`src/rtl/spi_tg_pkg.sv`:
```
package spi_tg_pkg;
  localparam int unsigned FIELD_W = 8;
  localparam int unsigned WORD_W  = 4 * FIELD_W;

  // field order fixes bit positions: rate 31:24, setup 23:16, hold 15:8, gap 7:0
  typedef struct packed {
    logic [FIELD_W-1:0] rate;
    logic [FIELD_W-1:0] setup;
    logic [FIELD_W-1:0] hold;
    logic [FIELD_W-1:0] gap;
  } dev_param_t;

  typedef enum logic [2:0] {
    ST_IDLE,
    ST_SETUP,
    ST_CLK,
    ST_HOLD,
    ST_GAP
  } seq_state_e;

  localparam dev_param_t PARAM_RESET = '{rate: 8'h80, setup: 8'h00, hold: 8'h00, gap: 8'h00};

  function automatic logic [FIELD_W-1:0] floor_pow2(input logic [FIELD_W-1:0] v);
    logic [FIELD_W-1:0] r;
    r = FIELD_W'(1);
    for (int i = 0; i < FIELD_W; i++) begin
      if (v[i]) r = FIELD_W'(1) << i;
    end
    return r;
  endfunction
endpackage

```
`src/rtl/spi_tg_param_bank.sv`:
```
module spi_tg_param_bank
  import spi_tg_pkg::*;
#(
  parameter int unsigned NUM_DEV = 8,
  parameter int unsigned SEL_W   = $clog2(NUM_DEV)
) (
  input  logic             clk_i,
  input  logic             rst_ni,
  input  logic             wr_en_i,
  input  logic [SEL_W-1:0] wr_idx_i,
  input  dev_param_t       wr_word_i,
  input  logic [SEL_W-1:0] rd_a_idx_i,
  output dev_param_t       rd_a_o,
  input  logic [SEL_W-1:0] rd_b_idx_i,
  output dev_param_t       rd_b_o
);
  dev_param_t wr_clean;
  dev_param_t bank [NUM_DEV];

  always_comb begin
    wr_clean      = wr_word_i;
    wr_clean.rate = floor_pow2(wr_word_i.rate);
  end

  for (genvar g = 0; g < NUM_DEV; g++) begin : g_ent
    dev_param_t word_q;
    always_ff @(posedge clk_i or negedge rst_ni) begin
      if (!rst_ni) begin
        word_q <= PARAM_RESET;
      end else if (wr_en_i && (wr_idx_i == SEL_W'(g))) begin
        word_q <= wr_clean;
      end
    end
    assign bank[g] = word_q;
  end

  assign rd_a_o = bank[rd_a_idx_i];
  assign rd_b_o = bank[rd_b_idx_i];
endmodule

```
`src/rtl/spi_tg_rate_gen.sv`:
```
module spi_tg_rate_gen #(
  parameter int unsigned ACC_W = 8
) (
  input  logic             clk_i,
  input  logic             rst_ni,
  input  logic             run_i,
  input  logic [ACC_W-1:0] step_i,
  output logic             half_tick_o
);
  logic [ACC_W-1:0] acc_q;
  logic [ACC_W:0]   sum;

  assign sum         = {1'b0, acc_q} + {1'b0, step_i};
  assign half_tick_o = run_i & sum[ACC_W];

  // phase restarts at zero for every transfer
  always_ff @(posedge clk_i or negedge rst_ni) begin
    if (!rst_ni)     acc_q <= '0;
    else if (!run_i) acc_q <= '0;
    else             acc_q <= sum[ACC_W-1:0];
  end
endmodule

```
`src/rtl/spi_tg_seq.sv`:
```
module spi_tg_seq
  import spi_tg_pkg::*;
#(
  parameter int unsigned NUM_DEV = 8,
  parameter int unsigned SEL_W   = $clog2(NUM_DEV),
  parameter int unsigned LEN_W   = 16
) (
  input  logic               clk_i,
  input  logic               rst_ni,
  input  logic               start_i,
  input  logic [SEL_W-1:0]   dev_sel_i,
  input  logic [LEN_W-1:0]   nbits_i,
  input  logic               cpol_i,
  input  dev_param_t         param_i,
  input  logic               half_tick_i,
  output logic               run_o,
  output logic [FIELD_W-1:0] rate_o,
  output logic               sclk_o,
  output logic [NUM_DEV-1:0] cs_n_o,
  output logic               bit_tick_o,
  output logic               busy_o
);
  localparam int unsigned CNT_W = LEN_W + 1;

  seq_state_e         state_q;
  logic [CNT_W-1:0]   cnt_q;
  logic [SEL_W-1:0]   dev_q;
  logic [FIELD_W-1:0] rate_q, hold_q, gap_q;
  logic [LEN_W-1:0]   nbits_q;
  logic               cpol_q, sclk_q, tick_q;
  logic               last, frame;

  function automatic logic [CNT_W-1:0] units8(input logic [FIELD_W-1:0] v);
    return (v == '0) ? CNT_W'(1) : CNT_W'(v);
  endfunction

  function automatic logic [CNT_W-1:0] half_periods(input logic [LEN_W-1:0] n);
    logic [LEN_W-1:0] m;
    m = (n == '0) ? LEN_W'(1) : n;
    return {m, 1'b0};
  endfunction

  assign last = (cnt_q == CNT_W'(1));

  always_ff @(posedge clk_i or negedge rst_ni) begin
    if (!rst_ni) begin
      state_q <= ST_IDLE;
      cnt_q   <= '0;
      dev_q   <= '0;
      rate_q  <= 8'h80;
      hold_q  <= '0;
      gap_q   <= '0;
      nbits_q <= '0;
      cpol_q  <= 1'b0;
      sclk_q  <= 1'b0;
      tick_q  <= 1'b0;
    end else begin
      tick_q <= 1'b0;
      unique case (state_q)
        ST_IDLE: begin
          if (start_i) begin
            state_q <= ST_SETUP;
            dev_q   <= dev_sel_i;
            rate_q  <= param_i.rate;
            hold_q  <= param_i.hold;
            gap_q   <= param_i.gap;
            nbits_q <= nbits_i;
            cpol_q  <= cpol_i;
            sclk_q  <= cpol_i;
            cnt_q   <= units8(param_i.setup);
          end
        end
        ST_SETUP: begin
          if (half_tick_i) begin
            if (last) begin
              state_q <= ST_CLK;
              cnt_q   <= half_periods(nbits_q);
            end else begin
              cnt_q <= cnt_q - CNT_W'(1);
            end
          end
        end
        ST_CLK: begin
          if (half_tick_i) begin
            sclk_q <= ~sclk_q;
            tick_q <= (sclk_q != cpol_q);
            if (last) begin
              state_q <= ST_HOLD;
              cnt_q   <= units8(hold_q);
            end else begin
              cnt_q <= cnt_q - CNT_W'(1);
            end
          end
        end
        ST_HOLD: begin
          if (half_tick_i) begin
            if (last) begin
              state_q <= ST_GAP;
              cnt_q   <= units8(gap_q);
            end else begin
              cnt_q <= cnt_q - CNT_W'(1);
            end
          end
        end
        ST_GAP: begin
          if (half_tick_i) begin
            if (last) state_q <= ST_IDLE;
            else      cnt_q   <= cnt_q - CNT_W'(1);
          end
        end
        default: state_q <= ST_IDLE;
      endcase
    end
  end

  assign frame = (state_q == ST_SETUP) || (state_q == ST_CLK) || (state_q == ST_HOLD);

  for (genvar g = 0; g < NUM_DEV; g++) begin : g_cs
    assign cs_n_o[g] = ~(frame && (dev_q == SEL_W'(g)));
  end

  assign busy_o     = (state_q != ST_IDLE);
  assign run_o      = busy_o;
  assign rate_o     = rate_q;
  assign sclk_o     = sclk_q;
  assign bit_tick_o = tick_q;
endmodule

```
`src/rtl/spi_cs_timing_gen.sv`:
```
module spi_cs_timing_gen
  import spi_tg_pkg::*;
#(
  parameter int unsigned NUM_DEV = 8,
  parameter int unsigned LEN_W   = 16,
  localparam int unsigned SEL_W  = $clog2(NUM_DEV)
) (
  input  logic               clk_i,
  input  logic               rst_ni,
  input  logic               cfg_we_i,
  input  logic [SEL_W-1:0]   cfg_idx_i,
  input  logic [31:0]        cfg_wdata_i,
  output logic [31:0]        cfg_rdata_o,
  input  logic               start_i,
  input  logic [SEL_W-1:0]   dev_sel_i,
  input  logic [LEN_W-1:0]   nbits_i,
  input  logic               cpol_i,
  output logic               sclk_o,
  output logic [NUM_DEV-1:0] cs_n_o,
  output logic               bit_tick_o,
  output logic               busy_o
);
  dev_param_t         cfg_word, dev_word;
  logic               run, half_tick;
  logic [FIELD_W-1:0] rate;

  spi_tg_param_bank #(.NUM_DEV(NUM_DEV), .SEL_W(SEL_W)) bank_i (
    .clk_i     (clk_i),
    .rst_ni    (rst_ni),
    .wr_en_i   (cfg_we_i),
    .wr_idx_i  (cfg_idx_i),
    .wr_word_i (dev_param_t'(cfg_wdata_i)),
    .rd_a_idx_i(cfg_idx_i),
    .rd_a_o    (cfg_word),
    .rd_b_idx_i(dev_sel_i),
    .rd_b_o    (dev_word)
  );

  spi_tg_rate_gen #(.ACC_W(FIELD_W)) rate_i (
    .clk_i      (clk_i),
    .rst_ni     (rst_ni),
    .run_i      (run),
    .step_i     (rate),
    .half_tick_o(half_tick)
  );

  spi_tg_seq #(.NUM_DEV(NUM_DEV), .SEL_W(SEL_W), .LEN_W(LEN_W)) seq_i (
    .clk_i      (clk_i),
    .rst_ni     (rst_ni),
    .start_i    (start_i),
    .dev_sel_i  (dev_sel_i),
    .nbits_i    (nbits_i),
    .cpol_i     (cpol_i),
    .param_i    (dev_word),
    .half_tick_i(half_tick),
    .run_o      (run),
    .rate_o     (rate),
    .sclk_o     (sclk_o),
    .cs_n_o     (cs_n_o),
    .bit_tick_o (bit_tick_o),
    .busy_o     (busy_o)
  );

  assign cfg_rdata_o = 32'(cfg_word);
endmodule

```
`config.mk`:
```
export PLATFORM = sky130hd
export DESIGN_NAME = spi_cs_timing_gen
export DESIGN_NICKNAME = d
export VERILOG_FILES = /design/src/rtl/spi_tg_pkg.sv /design/src/rtl/spi_tg_param_bank.sv /design/src/rtl/spi_tg_rate_gen.sv /design/src/rtl/spi_tg_seq.sv /design/src/rtl/spi_cs_timing_gen.sv
export SDC_FILE = /design/constraint.sdc
export NUM_CORES = 1
export LEC_CHECK = 0
export BUFFER_PORTS_ARGS = -buffer_cell sky130_fd_sc_hd__buf_2
export CORE_AREA = 2 2 180 182
export DETAILED_ROUTE_END_ITERATION = 8
export DIE_AREA = 0 0 182 184
export PLACE_DENSITY = 0.73
export SLEW_MARGIN = 20
export SYNTH_ARGS = -nofsm -noshare
export SYNTH_HDL_FRONTEND = slang
export SYNTH_SLANG_ARGS = --single-unit
export TNS_END_PERCENT = 1
```
`constraint.sdc`:
```
create_clock -name clk_i -period 3.84 [get_ports clk_i]
set_input_delay 0.96 -clock clk_i [delete_from_list [all_inputs] [get_ports clk_i]]
set_output_delay 0.96 -clock clk_i [all_outputs]
set_load 0.01 [all_outputs]
```
==> results.py <==
metrics = {
    "outcome": {
        "outcome": "completed",
    },
    "power": {
        "leakagePower_nw": 9.03,
        "switchingPower_mw": 2.61,
        "ir_worst_vdd_mv": 0.533,
        "p_total_mw": 9.71,
        "power.share.sequential_pct": 44.7,
        "pwr-share-clk_pct": 38.3,
        "p_int_mw": 7.10,
        "combPwrFrac_pct": 17.0,
        "swShare_pct": 26.9,
        "power_density_nw_per_um2": 490,
    },
    "yosys": {
        "synth_compound_area_share_pct": 6.84,
        "synth_top_family_by_area": "multiplexers",
        "synth_warnings": 0,
        "async_reset_ff_share_pct": 100,
        "synth_area_leader_cell": "dfrtp_1",
        "yosysSeqAreaShare_pct": 47.5,
        "synth-edff-count": 0,
        "synth_top_area_share_pct": 46.2,
        "muxShareOfSynthArea_pct": 27.0,
        "syn_inst": 1570,
        "yosys-top-cells-area": "dfrtp_1, mux4_2, nand2_1",
        "ys_types": 64,
        "synth_seq_cells": 330,
        "synth.most_common_cell": "nand2_1",
        "yosys.area_share.simple_pct": 14.4,
        "synthTopCellsByCount": "nand2_1, dfrtp_1, mux2_2",
        "synth_area_um2": 17400,
        "synth-xor-area-share_pct": 0.352,
        "synth_area_per_cell_um2": 11.1,
        "synth_flop_cell": "dfrtp_1",
        "syn-num-nets": 1640,
        "synthAdderAreaFrac_pct": 0.834,
    },
    "cells_and_area": {
        "final_nets": 1723,
        "fill_cells": 2372,
        "area_growth_pct": 13.9,
        "drive_above_1_share_pct": 30.0,
        "postLayoutCellArea_um2": 19800,
        "multiInputGateArea_um2": 8630,
        "regArea_um2": 8270,
        "fin_cells": 2087,
    },
    "cts": {
        "cts_made_buffers": 38,
        "clock_path_buffers": 3,
        "clk_pin_slew_worst_paths_ns": 0.06,
        "htreeDepth": 2,
        "clock_sinks": 330,
        "postCtsSetupBuffers": 0,
        "ctsHoldBuffers": 0,
        "ctsResizeCount": 0,
        "insertion_delay_ns": 0.55,
        "cts_tree": "yes",
        "cts_root_buf": "clkbuf_16",
    },
    "timing": {
        "setup_viol": 0,
        "hold_viol_final": 0,
        "tightest_slew_ns": 1.00,
        "fmax_mhz": 282,
        "post-route-period-util_pct": 92.3,
        "layout_min_cycle_time_ns": 3.54,
        "totalNegativeSetupSlack_ns": 0,
        "drv_slew": 0,
        "rsz0062_at_grt": "false",
        "slew_headroom_pct": 33.1,
        "skew_ns": 0.0255,
        "finalHoldWorstSlack_ns": 0.466,
    },
    "grt": {
        "grt_max_degree": 99,
        "grtUsageTotal_pct": 28.3,
        "grt_pass1_wl_um": 73900,
        "antenna_found_initial": 3,
        "grt_overflow": 0,
        "grt_pass1_vias": 13400,
    },
    "placed_design": {
        "gp_congestion": 0.864,
        "port_buffers": 100,
        "dp_hpwl_um": 30000,
        "dpl.cell_count": 2015,
        "place_area_um2": 18500,
    },
    "drt": {
        "routed_wl_um": 46000,
        "vias": 13100,
        "wl_per_cell_um": 22.0,
        "drc": 0,
        "drtPass1Iterations": 5,
        "initialDrtViolationCount": 1134,
        "avgViaCountPerCell": 6.30,
        "ant_nets": 0,
    },
    "floorplan": {
        "ios": 102,
        "dieWidth_um": 182,
        "std_cell_rows": 65,
        "fp.coreArea_um2": 31400,
        "dieArea_um2": 33500,
        "initial_core_util_pct": 55.4,
        "fp.dieH_um": 184,
    },
    "critical_path": {
        "worstSetupPathType": "in -> out",
        "critPathCaptureType": "output pin",
        "crit_required_ns": 2.88,
        "crit_fanout": 19,
        "crit_path_start_kind": "primary input",
        "cp.arrival_ns": 2.58,
    },
    "run": {
        "maxCapViolCount": 0,
    },
    "hold_path": {
        "min_path_type": "in -> async",
    },
}
critical path: stages:
cell and delay (ns):
buf_4 0.35, buf_12 0.25, mux4_2 0.53, mux2_2 0.31
buf_2 0.15
registers in the layout, indices dropped and copies added (netlist names), 8 cells and up:
| signal | count |
|---|---|
| bank_i.bank | 256 |
| rate_i.acc_q | 8 |
| seq_i.cnt_q | 17 |
| seq_i.gap_q | 8 |
| seq_i.hold_q | 8 |
| seq_i.nbits_q | 16 |
| seq_i.rate_o | 8 |
final timing paths:
kind	from	to	slack [ns]	cells after the start
worst max-delay path	cfg_idx_i[0]	cfg_rdata_o[3]	0.30	5
worst min-delay path	rst_ni	seq_i.rate_o[0]	0.47	1
worst max register to register	seq_i.cnt_q[1]	seq_i.cnt_q[5]	0.86	9
worst min register to register	bank_i.bank[191]	bank_i.bank[191]	0.47	2
max in group asynchronous	rst_ni	bank_i.bank[95]	2.43	2
min in group clk_i	bank_i.bank[191]	bank_i.bank[191]	0.47	2
kinds of logic after synthesis:
| group | count (synthesis) |
|---|---|
| AO/OA/AOI/OAI | 196 |
| XOR/XNOR | 7 |
| adder cells (fa/ha/maj) | 11 |
| buffers and inverters | 130 |
| flip-flops | 330 |
| multiplexers | 295 |
| AND/OR/NAND/NOR | 601 |
through the flow:
step                      setup slack (ns)  util [%]
final                                0.295      63.1
after detailed placement             0.282      59.0
after global routing                 0.217      63.1
after CTS                            0.278      63.1
after global placement               0.322      59.0
after floorplan                    -0.0395         -
routing by layer:
| layer | global-route usage [%] | vias up | wire [µm] |
|---|---|---|---|
| met2 | 46.0 | 575 | 22000 |
| met5 | 0 | - | 8 |
| met3 | 6.52 | 128 | 3910 |
| met1 | 37.6 | 6674 | 18500 |
| met4 | 10.7 | 2 | 1530 |
| li1 | - | 5768 | - |
power by group through the flow:
stage / registers [mW] / clock network (mW) / logic [mW]
after floorplan: 4.25 / 0 / 1.16
after global placement: 4.34 / 0 / 1.59
after detailed placement: 4.38 / 0 / 1.65
after CTS: 4.33 / 3.75 / 1.66
after global routing: 4.40 / 3.92 / 1.79
final: 4.34 / 3.72 / 1.65
placed cells by master (no fill, tap or decap), drive strengths merged, types with 6 or more instances in the layout:
cell      n
buf     152
nand3    13
a21oi    35
mux4    126
mux2    138
nand2   462
inv      24
o21ai    91
a31oi     6
nand2b    8
nor2     43
nor3     20
and2      8
dfrtp   321
mux2i    31
a22oi     7
ha       10
a211oi    6
dfstp     9
nor4     14
nor2b     9
clkinv    7
clkbuf   55
o22ai    13
cell type report:
cell class / instances / share of cell area [%]
Inverter: 21 / 0.398
Tap cell: 402 / 2.54
Multi-Input combinational cell: 1110 / 43.5
Timing Repair Buffer: 152 / 5.28
Sequential cell: 330 / 41.7
Clock buffer: 55 / 5.63
Clock inverter: 14 / 0.859
Antenna cell: 3 / 0.0379
Note: power is estimated with default switching activity, not from simulation.
